===== config.mk =====
export PLATFORM = sky130hd
export DESIGN_NAME = uop_issue_timer
export DESIGN_NICKNAME = d
export VERILOG_FILES = /design/src/rtl/uop_issue_pkg.sv /design/src/rtl/uop_lat_calc.sv /design/src/rtl/uop_store_hist.sv /design/src/rtl/uop_issue_fsm.sv /design/src/rtl/uop_cycle_ctr.sv /design/src/rtl/uop_issue_timer.sv
export SDC_FILE = /design/constraint.sdc
export NUM_CORES = 1
export LEC_CHECK = 0
export BUFFER_PORTS_ARGS = -buffer_cell sky130_fd_sc_hd__buf_2
export CORE_ASPECT_RATIO = 0.75
export CORE_MARGIN = 2
export CORE_UTILIZATION = 37
export DETAILED_ROUTE_END_ITERATION = 16
export GPL_TIMING_DRIVEN = 0
export HOLD_SLACK_MARGIN = 0.12
export PLACE_DENSITY = 0.67
export SETUP_SLACK_MARGIN = 0.4
export SLEW_MARGIN = 20
export SYNTH_ARGS = -nofsm -noshare
export SYNTH_HDL_FRONTEND = slang
export SYNTH_SLANG_ARGS = --single-unit

===== constraint.sdc =====
create_clock -name clk -period 5 [get_ports clk]
set_clock_uncertainty 0.2 [all_clocks]
set_input_delay 0.25 -clock clk [delete_from_list [all_inputs] [get_ports clk]]
set_output_delay 0.25 -clock clk [all_outputs]
set_load 0.005 [all_outputs]

===== src/rtl/uop_issue_pkg.sv =====
package uop_issue_pkg;

    typedef enum logic [2:0] {
        UC_ALU    = 3'd0,
        UC_RD     = 3'd1,
        UC_WR     = 3'd2,
        UC_PUSH   = 3'd3,
        UC_MULDIV = 3'd4,
        UC_FETCH  = 3'd5,
        UC_RSV6   = 3'd6,
        UC_RSV7   = 3'd7
    } uop_class_e;

    typedef enum logic [1:0] {
        S_OPEN  = 2'd0,
        S_FLUSH = 2'd1,
        S_STALL = 2'd2
    } issue_state_e;

    function automatic int max_of(input int a, input int b);
        return (a > b) ? a : b;
    endfunction

endpackage


===== src/rtl/uop_lat_calc.sv =====
module uop_lat_calc
    import uop_issue_pkg::*;
#(
    parameter int RD_LAT    = 6,
    parameter int PUSH_LAT  = 5,
    parameter int MUL_B_LAT = 8,
    parameter int MUL_W_LAT = 16,
    parameter int FETCH_LAT = 9,
    parameter int LAT_W     = 5
) (
    input  uop_class_e       cls,
    input  logic             wide,
    input  logic             store_hist,
    output logic [LAT_W-1:0] lat,
    output logic             is_fetch
);

    always_comb begin
        lat      = LAT_W'(1);
        is_fetch = 1'b0;
        unique case (cls)
            UC_ALU, UC_WR, UC_RSV6, UC_RSV7: lat = LAT_W'(1);
            UC_RD:     lat = LAT_W'(RD_LAT);
            UC_PUSH:   lat = store_hist ? LAT_W'(PUSH_LAT) : LAT_W'(1);
            UC_MULDIV: lat = wide ? LAT_W'(MUL_W_LAT) : LAT_W'(MUL_B_LAT);
            UC_FETCH: begin
                lat      = LAT_W'(FETCH_LAT);
                is_fetch = 1'b1;
            end
        endcase
    end

endmodule


===== src/rtl/uop_store_hist.sv =====
module uop_store_hist
    import uop_issue_pkg::*;
(
    input  logic       clk,
    input  logic       rst_n,
    input  logic       take,
    input  uop_class_e cls,
    output logic       store_hist
);

    logic hist_q;

    always_ff @(posedge clk) begin
        if (!rst_n) begin
            hist_q <= 1'b0;
        end else if (take) begin
            if (cls == UC_WR || cls == UC_PUSH) begin
                hist_q <= 1'b1;
            end else if (cls == UC_RD) begin
                hist_q <= 1'b0;
            end
        end
    end

    assign store_hist = hist_q;

    p_hist_set_r5: assert property (@(posedge clk) disable iff (!rst_n)
        (take && (cls == UC_WR || cls == UC_PUSH)) |=> store_hist);

    p_hist_clear_r3: assert property (@(posedge clk) disable iff (!rst_n)
        (take && cls == UC_RD) |=> !store_hist);

    p_hist_idle_r8: assert property (@(posedge clk) disable iff (!rst_n)
        !take |=> $stable(store_hist));

endmodule


===== src/rtl/uop_issue_fsm.sv =====
module uop_issue_fsm
    import uop_issue_pkg::*;
#(
    parameter int LAT_W = 5
) (
    input  logic             clk,
    input  logic             rst_n,
    input  logic             valid,
    input  logic [LAT_W-1:0] lat,
    input  logic             is_fetch,
    output logic             ready,
    output logic             flush,
    output logic             take
);

    issue_state_e     st_q, st_d;
    logic [LAT_W-1:0] rem_q, rem_d;

    assign take = valid && ready;

    always_comb begin
        st_d  = st_q;
        rem_d = rem_q;
        unique case (st_q)
            S_OPEN: begin
                if (take && lat > LAT_W'(1)) begin
                    st_d  = is_fetch ? S_FLUSH : S_STALL;
                    rem_d = lat - LAT_W'(2);
                end
            end
            S_FLUSH, S_STALL: begin
                if (rem_q == '0) begin
                    st_d = S_OPEN;
                end else begin
                    st_d  = S_STALL;
                    rem_d = rem_q - LAT_W'(1);
                end
            end
            default: begin
                st_d  = S_OPEN;
                rem_d = '0;
            end
        endcase
    end

    always_ff @(posedge clk) begin
        if (!rst_n) begin
            st_q  <= S_OPEN;
            rem_q <= '0;
        end else begin
            st_q  <= st_d;
            rem_q <= rem_d;
        end
    end

    always_comb begin
        ready = (st_q == S_OPEN);
        flush = (st_q == S_FLUSH);
    end

    p_hold_after_long_r10: assert property (@(posedge clk) disable iff (!rst_n)
        (take && lat > LAT_W'(1)) |=> !ready);

    p_single_no_hold_r2: assert property (@(posedge clk) disable iff (!rst_n)
        (take && lat == LAT_W'(1)) |=> ready);

    p_flush_one_cycle_r7: assert property (@(posedge clk) disable iff (!rst_n)
        flush |=> !flush);

    p_flush_after_fetch_r7: assert property (@(posedge clk) disable iff (!rst_n)
        (take && is_fetch) |=> flush);

    p_no_take_in_hold_r8: assert property (@(posedge clk) disable iff (!rst_n)
        !ready |-> !take);

endmodule


===== src/rtl/uop_cycle_ctr.sv =====
module uop_cycle_ctr #(
    parameter int W = 16
) (
    input  logic         clk,
    input  logic         rst_n,
    output logic [W-1:0] count
);

    logic [W-1:0] cnt_q;

    always_ff @(posedge clk) begin
        if (!rst_n) begin
            cnt_q <= '0;
        end else begin
            cnt_q <= cnt_q + W'(1);
        end
    end

    assign count = cnt_q;

    p_count_step_r9: assert property (@(posedge clk) disable iff (!rst_n)
        1'b1 |=> count == W'($past(count) + W'(1)));

endmodule


===== src/rtl/uop_issue_timer.sv =====
module uop_issue_timer
    import uop_issue_pkg::*;
#(
    parameter int RD_LAT    = 6,
    parameter int PUSH_LAT  = 5,
    parameter int MUL_B_LAT = 8,
    parameter int MUL_W_LAT = 16,
    parameter int FETCH_LAT = 9,
    parameter int CNT_W     = 16
) (
    input  logic             clk,
    input  logic             rst_n,
    input  logic             uop_valid,
    input  logic [2:0]       uop_class,
    input  logic             uop_wide,
    output logic             uop_ready,
    output logic             flush_pulse,
    output logic [CNT_W-1:0] cycle_count
);

    localparam int MAX_LAT = max_of(max_of(max_of(RD_LAT, PUSH_LAT),
                                           max_of(MUL_B_LAT, MUL_W_LAT)), FETCH_LAT);
    localparam int LAT_W   = $clog2(MAX_LAT + 1);

    uop_class_e       cls;
    logic             store_hist;
    logic [LAT_W-1:0] lat;
    logic             is_fetch;
    logic             take;

    assign cls = uop_class_e'(uop_class);

    uop_lat_calc #(
        .RD_LAT    (RD_LAT),
        .PUSH_LAT  (PUSH_LAT),
        .MUL_B_LAT (MUL_B_LAT),
        .MUL_W_LAT (MUL_W_LAT),
        .FETCH_LAT (FETCH_LAT),
        .LAT_W     (LAT_W)
    ) u_lat (
        .cls        (cls),
        .wide       (uop_wide),
        .store_hist (store_hist),
        .lat        (lat),
        .is_fetch   (is_fetch)
    );

    uop_store_hist u_hist (
        .clk        (clk),
        .rst_n      (rst_n),
        .take       (take),
        .cls        (cls),
        .store_hist (store_hist)
    );

    uop_issue_fsm #(
        .LAT_W (LAT_W)
    ) u_fsm (
        .clk      (clk),
        .rst_n    (rst_n),
        .valid    (uop_valid),
        .lat      (lat),
        .is_fetch (is_fetch),
        .ready    (uop_ready),
        .flush    (flush_pulse),
        .take     (take)
    );

    uop_cycle_ctr #(
        .W (CNT_W)
    ) u_ctr (
        .clk   (clk),
        .rst_n (rst_n),
        .count (cycle_count)
    );

    p_push_after_store_r5: assert property (@(posedge clk) disable iff (!rst_n)
        (take && cls == UC_PUSH && store_hist && PUSH_LAT > 1) |=> !uop_ready);

    p_push_cheap_r4: assert property (@(posedge clk) disable iff (!rst_n)
        (take && cls == UC_PUSH && !store_hist) |=> uop_ready);

endmodule


==> results.toml <==
[status]
status = "finished clean"

[synth]
syn_nets = 165
ys.warnings.count = 0
synth.distinct_cells = 42
synth_ff_type = "dfxtp_1"
syn_inst = 152
synth.avg_cell_area_um2 = 8.948
synthArstFlopShare_pct = 0
syn_area_mm2 = 0.001360
synth-seq-cells = 24
synth_edf_count = 0
seq_area_frac_synth_pct = 35.33

[sta]
slew_violations = 0
grt_setup_unrepaired = "no"
final-setup-viol-count = 0
post-route-min-period_ps = 2579
fin_tns_setup_ps = 0
fmax_ghz = 0.3877
worst_pin_slew_ps = 544.8
slew_headroom_pct = 63.34
min_period_over_period_pct = 51.59
hold_viol_final = 0

[global_routing]
gr-total-overflow = 0
antenna_found_initial = 0
grt_pass1_vias = 1010
grt_pass1_wl_mm = 4.616
grt_usage_pct = 13.88
grt_max_degree = 13

[worst_setup_path]
worstPathArrival_ps = 2530
critPathLaunchType = "primary input"
ff2ff_setup_slack_ps = 3020
crit_path_end_kind = "flop"
rr_startpoint = "u_hist.store_hist"
ff2ff_path_depth = 6
crit_type = "primary input to flop"
cp.required_ps = 4950
reg2reg_to = "u_fsm.rem_q[1]"
cp_max_fo = 6

[clock_tree]
post_cts_resized = 0
root_buffer = "clkbuf_8"
clock_path_buffers = 2
post_cts_buffers = 0
cts_sinks = 24
holdBufCountCts = 3
path_clk_slew_ps = 80
htreeDepth = 1
cts_tree = "done"
cts_made_buffers = 3
clock_latency_ps = 260

[power]
ir_drop_uv = 134.9
p_leak_uw = 0.0007062
p_per_area_mw_per_mm2 = 281.3

[floorplan]
core_mm2 = 0.003590
ioPinCount = 25
die_y_um = 56.51
die_w_um = 74.01
initial_utilization_pct = 37.89
die-area_mm2 = 0.004182
rows = 19

[placed_design]
io_buffer_count = 22
dpl.hpwl_mm = 1.955
dp.cells = 226
gp_congestion = 0.7911

[route]
wl_per_cell_um = 11.55
routed_wl_mm = 2.680
drt_first_pass_iters = 5
drc = 0
vias = 1111
ant_nets = 0
detail_route.iter0.violations = 36
viasPerCell = 4.789

[hold_path]
min_path_cells = 4
min_to = "u_hist.store_hist"
min_path_type = "primary input to flop"
min-delay-start = "uop_valid"

[cells_and_area]
area_delta_synth_final_pct = 18.12
antenna_cells = 0
nets = 195
fill_cells = 366
drive_gt1_share_pct = 21.11
stdcell_count = 232

[job]
cap_violations = 0
-- cells in the mapped netlist, types with 2 or more instances --
cell      count  area [um2]
nand4b_1      2       17.52
nor3_1        3       15.01
a21oi_1       2       10.01
nor2_1        5       18.77
a211oi_1      2       15.01
nand4_1       5       31.28
clkbuf_1      2       7.510
xnor2_1       9       78.83
nand3_1       6       30.03
and2b_2       2       17.52
and4_1        3       26.28
and2_1       13       81.33
dfxtp_1      24       480.5
mux2i_1       6       60.06
xor2_1        4       35.03
inv_1         8       30.03
buf_4         3       22.52
a21boi_0      2       15.01
a31oi_1       2       12.51
nand2b_1      5       31.28
o21ai_0       5       25.02
ha_1          6       75.07
nand2_1      14       52.55
-- registers in the layout (all words and copies together), names as in the netlist --
| name | cells |
|---|---|
| u_fsm.st_q | 2 |
| u_fsm.rem_q | 5 |
| u_hist.store_hist | 1 |
| u_ctr.count | 16 |
-- cell usage in the layout (no fill, tap or decap), types with 5 or more instances in the layout --
| cell | synthesis | layout |
|---|---|---|
| o21ai_0 | 5 | 5 |
| and2_1 | 13 | 13 |
| inv_1 | 8 | 8 |
| xnor2_1 | 9 | 9 |
| ha_1 | 6 | 6 |
| nand2b_1 | 5 | 5 |
| nand4_1 | 5 | 5 |
| nand2_1 | 14 | 14 |
| mux2i_1 | 6 | 6 |
| buf_2 | 0 | 22 |
| nand3_1 | 6 | 6 |
| nor2_1 | 5 | 5 |
| dfxtp_1 | 24 | 24 |
-- cell families after synthesis --
kind of cell | after synthesis | synth area share [%]
AO/OA/AOI/OAI | 21 | 11.50
XOR/XNOR | 13 | 8.372
adder cells (fa/ha/maj) | 6 | 5.520
buffers and inverters | 13 | 4.416
flip-flops | 24 | 35.33
multiplexers | 6 | 4.416
AND/OR/NAND/NOR | 69 | 30.45
-- per-layer routing --
metal	up-vias	track usage (%)	part of all wire, %
li1	595	-	-
met1	501	20.71	55
met2	13	20.54	41
met3	2	3.232	2.8
met4	0	2.338	0.78
met5	-	0	0
-- worst max-delay path by stage --
stage,cells past startpoint,end,startpoint
finish,8,u_fsm.st_q[1],uop_class[1]
global route,8,u_fsm.st_q[1],uop_class[1]
CTS,8,u_fsm.st_q[1],uop_class[1]
detailed placement,7,u_fsm.st_q[1],uop_class[2]
global placement,7,u_fsm.st_q[1],uop_class[2]
floorplan,7,u_fsm.st_q[1],uop_class[2]
-- power breakdown --
| part | leakage [uW] | internal, uW | total, uW | switching, uW |
|---|---|---|---|---|
| logic | 0.000490 | 59.3 | 122 | 63.1 |
| registers | 0.000195 | 204 | 218 | 13.8 |
| clock network | 0.0000216 | 53.8 | 112 | 57.8 |
-- per-stage QoR --
step / worst slack [ps] / hold WS (ps) / utilization, % / power, uW / cell area (um2)
after floorplan: 2818 / 224.5 / - / 314.4 / 1360
final: 2421 / 212.8 / 44.75 / 451.9 / 1607
after global placement: 2705 / 257.1 / 42.77 / 341.0 / 1535
after global routing: 2330 / 245.1 / 44.75 / 478.4 / 1607
after detailed placement: 2691 / 268.0 / 42.77 / 341.2 / 1535
after CTS: 2459 / 201.9 / 44.75 / 454.6 / 1607
-- cell type report --
cell class	count	area (um2)	share of cell area (%)
multi-input combinational	115	819.5	51.01
sequential	24	480.5	29.91
timing repair buffer	25	140.1	8.723
tap	52	65.06	4.050
clock buffer	3	41.29	2.570
buffer	5	30.03	1.869
inverter	8	30.03	1.869
-- worst max-delay path, cell delays in order --
cell and delay [ps]:
dlygate4sd3_1 540, buf_2 160, or3b_2 470, ha_1 230, and2b_2 220, o211ai_2 140
and3_2 260, a32o_1 250
(Power assumes the default switching activity.)
